[config.mk]
export PLATFORM = sky130hd
export DESIGN_NAME = spi_arb_shifter
export DESIGN_NICKNAME = d
export VERILOG_FILES = /design/src/rtl/spi_arb_pkg.sv /design/src/rtl/spi_arb_clkgen.sv /design/src/rtl/spi_arb_shift.sv /design/src/rtl/spi_arb_cond.sv /design/src/rtl/spi_arb_shifter.sv
export SDC_FILE = /design/constraint.sdc
export NUM_CORES = 1
export LEC_CHECK = 0
export BUFFER_PORTS_ARGS = -buffer_cell sky130_fd_sc_hd__buf_2
export CAP_MARGIN = 20
export CORE_UTILIZATION = 50
export DETAILED_ROUTE_END_ITERATION = 10
export GPL_TIMING_DRIVEN = 0
export PLACE_DENSITY_LB_ADDON = 0.3
export SETUP_SLACK_MARGIN = 0.3
export SLEW_MARGIN = 20
export SYNTH_ARGS = -nofsm -noshare
export SYNTH_HDL_FRONTEND = slang
export SYNTH_SLANG_ARGS = --single-unit
[constraint.sdc]
create_clock -name clk -period 2.45 [get_ports clk]
set_input_delay 0.245 -clock clk [delete_from_list [all_inputs] [get_ports clk]]
set_output_delay 0.245 -clock clk [all_outputs]
set_load 0.005 [all_outputs]
[src/rtl/spi_arb_pkg.sv]
package spi_arb_pkg;

  localparam int unsigned RATE_W   = 2;
  localparam int unsigned MIN_HALF = 2;
  localparam int unsigned MAX_HALF = MIN_HALF << ((1 << RATE_W) - 1);
  localparam int unsigned TIMER_W  = $clog2(MAX_HALF);

  // control/status register, bit 7 first
  typedef struct packed {
    logic              en;
    logic              bms;
    logic              arb;
    logic              busy;
    logic              cpol;
    logic              cpha;
    logic [RATE_W-1:0] rate;
  } ctrl_t;

  localparam int unsigned CTRL_W = $bits(ctrl_t);

  // last timer count of one half clock period for a rate code
  function automatic logic [TIMER_W-1:0] half_last(input logic [RATE_W-1:0] rate);
    half_last = TIMER_W'((MIN_HALF << rate) - 1);
  endfunction

  // clock edge index parity that samples input for a phase setting
  function automatic logic is_capture(input logic edge_lsb, input logic cpha);
    is_capture = (edge_lsb == cpha);
  endfunction

endpackage

[src/rtl/spi_arb_clkgen.sv]
module spi_arb_clkgen
  import spi_arb_pkg::*;
#(
  parameter int unsigned DW = 8,
  localparam int unsigned EW = $clog2(2 * DW)
) (
  input  logic              clk,
  input  logic              rst_n,
  input  logic              load,
  input  logic              run,
  input  logic              stall,
  input  logic              idle_lvl,
  input  logic [RATE_W-1:0] rate,
  output logic              tick,
  output logic              last,
  output logic              sck,
  output logic [EW-1:0]     edge_idx
);

  logic [TIMER_W-1:0] timer_q;
  logic               at_end;

  assign at_end = (timer_q == half_last(rate));
  assign tick   = run & ~stall & at_end;
  assign last   = tick & (edge_idx == EW'(2 * DW - 1));

  always_ff @(posedge clk or negedge rst_n) begin
    if (!rst_n) begin
      timer_q  <= '0;
      edge_idx <= '0;
      sck      <= 1'b0;
    end else if (load) begin
      timer_q  <= '0;
      edge_idx <= '0;
      sck      <= idle_lvl;
    end else if (tick) begin
      timer_q  <= '0;
      edge_idx <= edge_idx + 1'b1;
      sck      <= ~sck;
    end else if (run && !stall) begin
      timer_q  <= timer_q + 1'b1;
    end else if (!run) begin
      sck      <= idle_lvl;
    end
  end

endmodule

[src/rtl/spi_arb_shift.sv]
module spi_arb_shift
  import spi_arb_pkg::*;
#(
  parameter int unsigned DW = 8
) (
  input  logic          clk,
  input  logic          rst_n,
  input  logic          load,
  input  logic [DW-1:0] load_data,
  input  logic          tick,
  input  logic          edge_lsb,
  input  logic          cpha,
  input  logic          bus_mode,
  input  logic          sdi,
  input  logic          clear,
  output logic [DW-1:0] data,
  output logic          obit,
  output logic          lost,
  output logic          lost_evt
);

  logic capture;
  logic launch;

  assign capture  = tick & is_capture(edge_lsb, cpha);
  assign launch   = tick & ~capture;
  // released high but the line reads low at a sampling point
  assign lost_evt = capture & bus_mode & ~lost & obit & ~sdi;

  always_ff @(posedge clk or negedge rst_n) begin
    if (!rst_n) begin
      data <= '0;
      obit <= 1'b0;
    end else if (load) begin
      data <= load_data;
      obit <= load_data[DW-1];
    end else begin
      if (capture) data <= {data[DW-2:0], sdi};
      if (launch)  obit <= data[DW-1];
    end
  end

  always_ff @(posedge clk or negedge rst_n) begin
    if (!rst_n)              lost <= 1'b0;
    else if (load || clear)  lost <= 1'b0;
    else if (lost_evt)       lost <= 1'b1;
  end

endmodule

[src/rtl/spi_arb_cond.sv]
module spi_arb_cond (
  input  logic clk,
  input  logic rst_n,
  input  logic enable,
  input  logic scl,
  input  logic sda,
  output logic start_evt,
  output logic stop_evt
);

  logic [1:0] scl_h;
  logic [1:0] sda_h;
  logic       clk_high;

  always_ff @(posedge clk or negedge rst_n) begin
    if (!rst_n) begin
      scl_h <= '0;
      sda_h <= '0;
    end else begin
      scl_h <= {scl_h[0], scl};
      sda_h <= {sda_h[0], sda};
    end
  end

  assign clk_high  = scl_h[0] & scl_h[1];
  assign start_evt = enable & clk_high & sda_h[1] & ~sda_h[0];
  assign stop_evt  = enable & clk_high & ~sda_h[1] & sda_h[0];

endmodule

[src/rtl/spi_arb_shifter.sv]
module spi_arb_shifter
  import spi_arb_pkg::*;
#(
  parameter int unsigned DW = 8
) (
  input  logic          clk,
  input  logic          rst_n,
  input  logic          wr_en,
  input  logic          wr_addr,
  input  logic [DW-1:0] wr_data,
  input  logic          rd_addr,
  output logic [DW-1:0] rd_data,
  output logic          sck_o,
  output logic          sck_oe,
  input  logic          sck_i,
  output logic          sdo_o,
  output logic          sdo_oe,
  input  logic          sdi_i,
  output logic          start_o,
  output logic          stop_o
);

  localparam int unsigned EW = $clog2(2 * DW);

  ctrl_t         ctrl_q;
  ctrl_t         ctrl_d;
  ctrl_t         wr_c;
  logic          wr_ctl;
  logic          wr_dat;
  logic          start;
  logic          reinit;
  logic          en_q;
  logic          bms_q;
  logic          arb_q;
  logic          busy_q;
  logic          cpol_eff;
  logic          cpha_eff;
  logic          stall;
  logic          tick;
  logic          last;
  logic          sck_int;
  logic [EW-1:0] edge_idx;
  logic [DW-1:0] shreg;
  logic          obit;
  logic          lost;
  logic          lost_evt;
  logic          start_evt;
  logic          stop_evt;

  assign wr_c     = ctrl_t'(wr_data[CTRL_W-1:0]);
  assign wr_ctl   = wr_en & wr_addr;
  assign wr_dat   = wr_en & ~wr_addr;

  assign en_q     = ctrl_q.en;
  assign bms_q    = ctrl_q.bms;
  assign arb_q    = ctrl_q.arb;
  assign busy_q   = ctrl_q.busy;

  assign start    = wr_dat & en_q & ~busy_q;
  assign reinit   = wr_ctl & ~wr_c.bms;
  assign cpol_eff = bms_q ? 1'b0 : ctrl_q.cpol;
  assign cpha_eff = bms_q ? 1'b0 : ctrl_q.cpha;
  assign stall    = bms_q & busy_q & sck_int & ~sck_i;

  always_comb begin
    ctrl_d = ctrl_q;
    if (wr_ctl) ctrl_d = wr_c;
    if (lost_evt)      ctrl_d.arb = 1'b1;
    else if (stop_evt) ctrl_d.arb = 1'b0;
    else if (wr_ctl)   ctrl_d.arb = ctrl_q.arb & wr_c.arb;
    else               ctrl_d.arb = ctrl_q.arb;
    if (reinit)        ctrl_d.busy = 1'b0;
    else if (start)    ctrl_d.busy = 1'b1;
    else if (last)     ctrl_d.busy = 1'b0;
    else               ctrl_d.busy = ctrl_q.busy;
  end

  always_ff @(posedge clk or negedge rst_n) begin
    if (!rst_n) ctrl_q <= '0;
    else        ctrl_q <= ctrl_d;
  end

  spi_arb_clkgen #(.DW(DW)) u_clk (
    .clk      (clk),
    .rst_n    (rst_n),
    .load     (start),
    .run      (busy_q),
    .stall    (stall),
    .idle_lvl (cpol_eff),
    .rate     (ctrl_q.rate),
    .tick     (tick),
    .last     (last),
    .sck      (sck_int),
    .edge_idx (edge_idx)
  );

  spi_arb_shift #(.DW(DW)) u_shift (
    .clk       (clk),
    .rst_n     (rst_n),
    .load      (start),
    .load_data (wr_data),
    .tick      (tick),
    .edge_lsb  (edge_idx[0]),
    .cpha      (cpha_eff),
    .bus_mode  (bms_q),
    .sdi       (sdi_i),
    .clear     (reinit),
    .data      (shreg),
    .obit      (obit),
    .lost      (lost),
    .lost_evt  (lost_evt)
  );

  spi_arb_cond u_cond (
    .clk       (clk),
    .rst_n     (rst_n),
    .enable    (bms_q),
    .scl       (sck_i),
    .sda       (sdi_i),
    .start_evt (start_evt),
    .stop_evt  (stop_evt)
  );

  assign sck_oe  = en_q;
  assign sdo_oe  = en_q;
  assign sck_o   = busy_q ? sck_int : cpol_eff;
  assign sdo_o   = lost | obit;
  assign start_o = start_evt;
  assign stop_o  = stop_evt;
  assign rd_data = rd_addr ? DW'(ctrl_q) : shreg;

endmodule

==> results by group, run 1 <==
Run status
  • Outcome: finished, final reports clean

Finish
  • Number of standard cells in the final layout excluding fillers: 233
  • Share of cells above drive strength 1: 32.3%
  • Core Util, Final: 61.6%
  • Most frequent cells in the layout: dfrtp_1 (31), buf_2 (27), nand2_1 (19)
  • Finished layout cell area: 0.00188 mm2
  • Filler instances: 272
  • Leading cell type in the layout, fill and taps excluded: dfrtp_1
  • Number of nets in the layout: 205
  • Number of antenna repair diodes: 0
  • Area added between synthesis and finish: 16.7%

Timing
  • Clock Skews: 0.00512 ns
  • Unrepaired setup endpoints after global routing: no
  • Worst rel slew slack: 54.2%
  • Final-report hold violation count: 0
  • Max Freq: 548 MHz
  • Setup TNS: 0 ns
  • Number of max-slew violations in the final report: 0
  • Final worst path period need: 1.83 ns
  • Setup-failing EPs final: 0
  • Worst-Margin Slew: 0.687 ns
  • Tcrit/Tclk final: 74.5%

Min path
  • Terminating pin of the worst hold path: u_cond.sda_h[0]
  • Hold path cells: 1
  • Classification of the worst-slack hold path: primary input to flop
  • Worst min-delay path startpoint: sdi_i

Synthesis
  • Post-synthesis cell type count: 42
  • Number of synthesized register bits: 31
  • Async set-reset flop share out of synthesis: 100%
  • Gate count of the mapped netlist: 153
  • Post-Syn Area: 0.00161 mm2
  • Mean Syn Cell Area: 10.5 um2
  • Synthesized Nets: 170
  • Number of synthesis warnings: 0
  • Number of enable-type register cells in the synthesized netlist: 0
  • Sequential fraction of the synthesis area: 48.2%
  • Predominant post-synthesis flop cell: dfrtp_1

Die
  • Die Ht: 58.8 um
  • Num ports: 29
  • Floorplan Core Area: 0.00305 mm2
  • Die ar.: 0.00345 mm2
  • Starting density of the core: 52.7%
  • Width of the die: 58.8 um
  • Std cell rows: 20

Worst setup path
  • Cell count of the worst reg-to-reg path: 7
  • Worst setup SP type: flop
  • CP max FO: 10
  • Sort of element at the end of the critical path: flop
  • Reg2reg start: busy_q
  • Capturing point of the worst reg2reg path: u_shift.data[6]
  • Crit Path Class: flop to flop
  • Setup slack on the worst flop-to-flop path: 0.62 ns
  • WP data required: 2.68 ns
  • Arrival time at the worst endpoint: 2.06 ns

GRT
  • Wire length of the first global-routing pass: 5950 um
  • Pin count of the biggest net entering global routing: 32
  • All-layer global routing usage: 23.8%
  • Number of global-route vias before repair: 1254
  • Number of antenna violations at the first check in global routing: 0
  • Overflow left after global routing: 0

Placed design
  • Dpl cell area: 0.00180 mm2
  • Number of buffers inserted by port buffering: 27
  • Final weighted congestion in routability-driven placement: 0.893
  • Post-detail-place hpwl: 2570 um
  • Placed cells: 224

Clocking
  • Maximum buffer depth of the clock tree: 2
  • Clock tree from TritonCTS: yes
  • Number of cells upsized or downsized after cts: 0
  • Setup fix buffers added after clock tree synthesis: 0
  • TritonCTS sink count: 31
  • Cell at the root of the clock tree: clkbuf_4
  • Skew-Pair Late Insertion Delay: 0.34 ns
  • H-tree levels: 2
  • Clock buffer count from CTS: 5
  • Clock-pin transition on the worst setup and hold timing paths: 0.09 ns

Power and ir drop
  • Leakage Power: 0.868 nW
  • Maximum vdd drop: 0.542 mV
  • PwrDens: 921 mW/mm2
  • Post-layout total power: 1.73 mW

Drt
  • DRC: 0
  • DR WL/cell: 15.6 um
  • Total Wirelength: 3640 um
  • Detailed Routing Iterations Pass 1: 4
  • Post-DR vias/cell: 5.77
  • 1st-iter DRT viols: 72
  • Post-DRT Antenna Nets: 0
  • Vias post-DR: 1344

Run
  • Max-cap violations: 0
==> what timing repair did <==
action                                 4_1_cts  5_1_grt
endpoints found under the hold margin       31        0
setup endpoints to repair                    0        0
hold buffers                                 1        0
==> through the flow <==
step | setup WS [ns] | hold WS [ns]
finish | 0.625 | 0.0511
global route | 0.490 | 0.0299
CTS | 0.651 | 0.0501
detailed placement | 0.652 | 0.325
global placement | 0.678 | 0.318
floorplan | 0.917 | -0.0506
==> synthesized netlist by cell type (3+ instances only) <==
master	count	area, um2
clkbuf_1	4	15.0
a211oi_1	3	22.5
nand2_1	19	71.3
mux2_2	13	146
nor3_1	3	15.0
nand3_1	4	20.0
nor2_1	9	33.8
a21oi_1	6	30.0
and3_1	3	18.8
o21ai_0	8	40.0
dfrtp_1	31	776
xnor2_1	5	43.8
nor3b_1	3	22.5
a221o_1	4	40.0
==> where the power goes <==
part           internal [mW]  switching, mW  total [mW]
registers              0.656          0.135       0.791
logic                  0.289          0.308       0.597
clock network          0.169          0.174       0.343
total                   1.11          0.617        1.73
==> flip-flops by register name (all words and copies together) (netlist names) <==
register        flops
u_cond.scl_h        2
sck_oe              1
u_shift.data        8
ctrl_q              4
u_clk.timer_q       4
u_clk.sck           1
u_shift.obit        1
bms_q               1
arb_q               1
busy_q              1
u_clk.edge_idx      4
u_cond.sda_h        2
u_shift.lost        1
==> worst max path at each step <==
stage | to | slack, ns | start | depth (start not counted)
5_1_grt | u_shift.data[6] | 0.49 | busy_q | 7
3_5_place_dp | u_shift.data[7] | 0.65 | bms_q | 4
3_3_place_gp | u_shift.data[7] | 0.68 | bms_q | 4
2_1_floorplan | u_shift.data[7] | 0.92 | bms_q | 4
4_1_cts | u_shift.data[6] | 0.65 | busy_q | 7
6_report | u_shift.data[6] | 0.62 | busy_q | 7
==> layout make-up <==
cell class                      count  area [um2]  area share [%]
Inverter                            2        7.51           0.399
Clock buffer                        8        68.8            3.66
Buffer                              7        38.8            2.06
Sequential cell                    31         776            41.3
Timing Repair Buffer               28         145            7.72
Tap cell                           44        55.1            2.93
Multi-Input combinational cell    113         788            41.9
==> layer usage <==
layer | vias up | GRT usage, % | part of all wire [%]
met2 | 66 | 34.3 | 45
met3 | 16 | 7.47 | 7.4
met4 | 0 | 12.9 | 2.9
met5 | - | 0 | 0
met1 | 638 | 31.7 | 45
li1 | 624 | - | -
==> kinds of logic after synthesis <==
group	after synthesis	share of synthesized area, %
AOI/OAI and AO/OA	35	16.0
xor gates and xnor gates	6	3.73
adders and majority gates	2	1.55
buffers and inverters	9	2.87
DFF	31	48.2
muxes	14	9.71
and+or+nand+nor	56	17.9
==> critical path, stage by stage (launching register included) <==
cell and delay, ns:
dfrtp_1 0.37, clkbuf_2 0.19, nor2_1 0.17, nand3_1 0.20, clkbuf_1 0.30, nand2_1 0.15
a21oi_1 0.05, a211o_1 0.29
Note: power is estimated with default switching activity, not from simulation.
==> run 2: changes to the inputs <==
==> constraint.sdc (replaced) <==
create_clock -name clk -period 1.8 [get_ports clk]
set_input_delay 0.18 -clock clk [delete_from_list [all_inputs] [get_ports clk]]
set_output_delay 0.18 -clock clk [all_outputs]
set_load 0.005 [all_outputs]
==> run 2 against run 1 <==
Effect of this change:
- sequential share of layout area down 5.3 points
- largest power group unchanged
- utilization increased by 9.5 points
- flip-flop and latch count did not move
- sequential power grew 40%
- final cell count grew 5.2%
- worst hold slack worse by 0.021 ns
- critical endpoint is now u_clk.edge_idx[2]
- non-clock buffer count grew 12
- die area is the same
- critical path type unchanged
==> results by group, run 2 (same netlist as run 1, synthesis figures left out) <==
Run status
  • Outcome: finished, final reports clean

Power and ir drop
  • Leakage Power: 0.981 nW
  • Post-layout total power: 2.72 mW
  • Maximum vdd drop: 0.763 mV
  • PwrDens: 1260 mW/mm2

Clocking
  • H-tree levels: 2
  • Cell at the root of the clock tree: clkbuf_4
  • TritonCTS sink count: 31
  • Clock buffer count from CTS: 5
  • Maximum buffer depth of the clock tree: 2
  • Skew-Pair Late Insertion Delay: 0.34 ns
  • Clock tree from TritonCTS: yes
  • Clock-pin transition on the worst setup and hold timing paths: 0.10 ns

Finish
  • Area added between synthesis and finish: 34.7%
  • Number of nets in the layout: 217
  • Core Util, Final: 71.0%
  • Number of standard cells in the final layout excluding fillers: 245
  • Number of antenna repair diodes: 0
  • Finished layout cell area: 0.00217 mm2
  • Register name with the most flops: u_shift.data
  • Number of flip-flops under the largest register name: 8
  • Share of cells above drive strength 1: 48.3%
  • Most frequent cells in the layout: dfrtp_1 (27), buf_2 (27), nand2_1 (18)

Drt
  • Post-DRT Antenna Nets: 0
  • DR WL/cell: 15.8 um
  • 1st-iter DRT viols: 84
  • DRC: 0
  • Total Wirelength: 3880 um
  • Detailed Routing Iterations Pass 1: 4
  • Post-DR vias/cell: 5.50
  • Vias post-DR: 1347

Die
  • Num ports: 29
  • Die ar.: 0.00345 mm2
  • Std cell rows: 20
  • Die Ht: 58.8 um
  • Floorplan Core Area: 0.00305 mm2
  • Width of the die: 58.8 um
  • Starting density of the core: 52.7%

Timing
  • Unrepaired setup endpoints after global routing: yes
  • Final-report hold violation count: 0
  • Final worst path period need: 1.66 ns
  • Tcrit/Tclk final: 92.0%
  • Worst hold slack: 0.0298 ns
  • Setup-failing EPs final: 0
  • Worst rel slew slack: 54.0%
  • Max Freq: 604 MHz
  • Setup TNS: 0 ns
  • Clock Skews: 0.0102 ns
  • Worst-Margin Slew: 0.690 ns
  • Number of max-slew violations in the final report: 0
  • Minimum setup slack in the final design: 0.145 ns

Worst setup path
  • Sort of element at the end of the critical path: flop
  • CP max FO: 8
  • Reg2reg start: u_clk.timer_q[3]
  • Cell count of the worst reg-to-reg path: 7
  • Crit Path Class: flop to flop
  • WP data required: 2.02 ns
  • Capturing point of the worst reg2reg path: u_clk.edge_idx[2]
  • Arrival time at the worst endpoint: 1.88 ns
  • Setup slack on the worst flop-to-flop path: 0.14 ns
  • Worst setup SP type: flop

GRT
  • All-layer global routing usage: 23.9%
  • Number of antenna violations at the first check in global routing: 0
  • Overflow left after global routing: 0
  • Pin count of the biggest net entering global routing: 32
  • Wire length of the first global-routing pass: 6010 um
  • Number of global-route vias before repair: 1248

Min path
  • Terminating pin of the worst hold path: u_cond.scl_h[0]
  • Classification of the worst-slack hold path: primary input to flop
  • Worst min-delay path startpoint: sck_i
  • Hold path cells: 1

Placed design
  • Placed cells: 224
  • Post-detail-place hpwl: 2620 um
  • Final weighted congestion in routability-driven placement: 0.856
  • Number of buffers inserted by port buffering: 27
  • Dpl cell area: 0.00181 mm2
  • Post-placement setup slack: 0.0449 ns

Run
  • Max-cap violations: 0
run 2: cell count changes in the layout (fill, tap and decap cells not counted), sizes merged:
cell         delta
buf            +12
bufinv          +1
clkbuf          -3
clkinv          +1
dlygate4sd3     +1
run 2: layout make-up:
type                       count  area, um2
multi-input combinational    113        928
sequential                    31        781
clock inverter                 2       35.0
inverter                       2       7.51
tap                           44       55.1
timing repair buffer          40        250
fill                         236        885
clock buffer                   6       51.3
buffer                         7       60.1
run 2: critical path: stages (launching register included):
cell     delay, ns
dfrtp_2       0.46
xnor2_2       0.21
nand4_4       0.16
a21oi_4       0.29
buf_6         0.18
buf_4         0.11
nand2_2       0.04
mux2i_1       0.11
run 2: how the worst max path moves through the flow:
stage	to	from	slack [ns]	cells past startpoint
4_1_cts	arb_q	ctrl_q[0]	0.16	6
3_3_place_gp	busy_q	busy_q	0.06	6
5_1_grt	u_shift.lost	u_clk.timer_q[3]	0.06	6
2_1_floorplan	u_shift.data[7]	u_clk.timer_q[1]	0.29	5
3_5_place_dp	busy_q	busy_q	0.04	6
6_report	u_clk.edge_idx[2]	u_clk.timer_q[3]	0.14	7
run 2: power breakdown:
group / leakage (nW) / switching (mW) / internal [mW]
Clock: 0.0482 / 0.244 / 0.328
Sequential: 0.381 / 0.212 / 0.900
Combinational: 0.552 / 0.496 / 0.545
Total: 0.981 / 0.951 / 1.77
run 2: per-layer routing:
metal | wire length [um] | GRT usage [%] | vias to the layer above
li1 | - | - | 643
met1 | 1740 | 31.3 | 654
met2 | 1880 | 38.3 | 45
met3 | 211 | 7.03 | 5
met4 | 55 | 7.48 | 0
met5 | 0 | 0 | -
run 2: repair_timing:
item                                   CTS  global route
endpoints found under the hold margin   32             0
pin swaps                                7             9
hold buffers                             2             0
setup buffers                            5             6
setup endpoints to repair               21            23
resized for setup                       16            24
==> run 3: changes to the inputs <==
--- a/config.mk
+++ b/config.mk
@@ -9,7 +9,6 @@
 export CAP_MARGIN = 20
 export CORE_UTILIZATION = 50
 export DETAILED_ROUTE_END_ITERATION = 10
-export GPL_TIMING_DRIVEN = 0
 export PLACE_DENSITY_LB_ADDON = 0.3
 export SETUP_SLACK_MARGIN = 0.3
 export SLEW_MARGIN = 20
==> run 3 against run 2 <==
Effect of this change:
- fmax shrank 1.1%
- combinational power shrank 6%
- largest power group unchanged
- non-clock buffer count shrank 2
- largest cell class unchanged
- clock skew grew 0.0048 ns
- highest routed layer unchanged
- critical path type unchanged
==> results by group, run 3 (same netlist as run 1, synthesis figures left out) <==
Drt
  • DR WL/cell: 16.4 um
  • Detailed Routing Iterations Pass 1: 4
  • DRC: 0
  • Post-DR vias/cell: 5.66
  • 1st-iter DRT viols: 57
  • Post-DRT Antenna Nets: 0
  • Vias post-DR: 1375
  • Total Wirelength: 3990 um

Worst setup path
  • Cell count of the worst reg-to-reg path: 6
  • WP data required: 2.07 ns
  • CP cell instances: xnor2_2, nand4_4, buf_4, a21o_4, or3_4, o211ai_2
  • Reg2reg start: ctrl_q[0]
  • Cell type of the slowest stage on the worst timing path: dfrtp_2
  • Dominant delay contributor by cell family on the critical path: simple AND/OR/NAND/NOR gates
  • Arrival time at the worst endpoint: 1.95 ns
  • Crit Path Class: flop to flop
  • Setup slack on the worst flop-to-flop path: 0.13 ns
  • Stage delay of the slowest cell on the critical path: 0.46 ns
  • Worst path depth: 6
  • CP max FO: 6
  • Worst Path Buf+Inv: 1
  • Capturing point of the worst reg2reg path: u_shift.data[2]
  • Sort of element at the end of the critical path: flop
  • Worst setup SP type: flop

Clocking
  • Skew-Pair Late Insertion Delay: 0.35 ns
  • Clock-pin transition on the worst setup and hold timing paths: 0.11 ns
  • Clock tree from TritonCTS: yes
  • Clock buffer count from CTS: 5
  • Maximum buffer depth of the clock tree: 2
  • H-tree levels: 2
  • Cell at the root of the clock tree: clkbuf_4
  • TritonCTS sink count: 31

GRT
  • Overflow left after global routing: 0
  • Number of global-route vias before repair: 1312
  • Number of antenna violations at the first check in global routing: 0
  • Pin count of the biggest net entering global routing: 32
  • All-layer global routing usage: 25.0%
  • Wire length of the first global-routing pass: 6290 um

Finish
  • Number of antenna repair diodes: 0
  • Area added between synthesis and finish: 31.9%
  • Filler instances: 246
  • Finished layout cell area: 0.00212 mm2
  • Area occupied by multi-input gates: 902 um2
  • Sequential Area: 782 um2
  • Most frequent cells in the layout: buf_2 (28), dfrtp_1 (26), nand2_1 (17)
  • Share of cells above drive strength 1: 46.7%
  • Register name with the most flops: u_shift.data
  • Leading cell type in the layout, fill and taps excluded: buf_2
  • Number of nets in the layout: 215
  • Number of flip-flops under the largest register name: 8

Timing
  • Setup TNS: 0 ns
  • Setup-failing EPs final: 0
  • Worst-Margin Slew: 0.680 ns
  • Number of max-slew violations in the final report: 0
  • Final worst path period need: 1.67 ns
  • Max Freq: 597 MHz
  • Worst rel slew slack: 54.7%
  • Tcrit/Tclk final: 93.0%
  • Clock Skews: 0.0150 ns
  • Worst hold slack: 0.0749 ns
  • Unrepaired setup endpoints after global routing: yes
  • Final-report hold violation count: 0

Power and ir drop
  • Portion of total power attributed to sequential cells: 42.1%
  • Combinational Power Share: 36.3%
  • Part of the power in the clock network: 21.6%
  • Maximum vdd drop: 0.667 mV
  • Leakage Power: 0.965 nW
  • Post-layout total power: 2.71 mW
  • Total net switching power: 967 uW
  • Cell Int Power: 1.74 mW
  • Switching share of power: 35.7%
  • PwrDens: 1270 mW/mm2

Die
  • Die ar.: 0.00345 mm2
  • Num ports: 29
  • Die Ht: 58.8 um
  • Floorplan Core Area: 0.00305 mm2
  • Starting density of the core: 52.7%
  • Std cell rows: 20
  • Width of the die: 58.8 um

Min path
  • Hold path cells: 2
  • Terminating pin of the worst hold path: u_shift.data[5]
  • Classification of the worst-slack hold path: primary input to flop
  • Worst min-delay path startpoint: wr_data[5]

Run
  • Max-cap violations: 0

Placed design
  • Number of buffers inserted by port buffering: 28
  • Post-detail-place hpwl: 2750 um
  • Final weighted congestion in routability-driven placement: 0.892
  • Dpl cell area: 0.00182 mm2

Run status
  • Outcome: finished, final reports clean
-- run 3: area by class of cell --
class                           instances  area share [%]
Timing Repair Buffer                   45            13.7
Multi-Input combinational cell        113            42.5
Inverter                                2           0.354
Tap cell                               44            2.59
Clock buffer                            6            2.42
Clock inverter                          2            1.65
Sequential cell                        31            36.8
-- run 3: how the worst max path moves through the flow --
stage | startpoint | endpoint | slack (ns)
floorplan | u_clk.timer_q[1] | u_shift.data[7] | 0.29
global placement | u_clk.timer_q[3] | u_shift.data[4] | 0.19
detailed placement | u_clk.timer_q[3] | u_shift.data[4] | 0.11
CTS | u_clk.timer_q[3] | u_clk.sck | 0.16
global route | ctrl_q[0] | u_shift.data[2] | 0.07
finish | ctrl_q[0] | u_shift.data[2] | 0.13
-- run 3: power groups by stage --
stage	Combinational, mW	Clock (mW)	Sequential (mW)
2_1_floorplan	0.598	0	1.03
3_3_place_gp	0.779	0	1.10
3_5_place_dp	0.810	0	1.12
4_1_cts	0.879	0.585	1.10
5_1_grt	1.08	0.617	1.17
6_report	0.982	0.584	1.14
-- run 3: what timing repair did --
action / 4_1_cts / 5_1_grt
setup buffers: 4 / 4
gates resized for setup: 8 / 21
gates cloned: 0 / 0
pin swaps: 7 / 10
endpoints found under the setup margin: 21 / 23
hold buffers: 3 / 0
endpoints found under the hold margin: 33 / 0
-- run 3: per-stage QoR --
step                utilization (%)  cells  worst slack (ns)
CTS                            65.3    239             0.156
finish                         69.5    243             0.126
global placement               59.7    224             0.187
floorplan                         -    153             0.288
global route                   69.5    243            0.0668
detailed placement             59.7    224             0.111
-- run 3: per-layer routing --
layer / track usage [%] / share of wire [%]
met5: 0 / 0
met3: 7.03 / 6.5
met1: 32.5 / 41
met2: 39.1 / 51
met4: 10.5 / 1.8
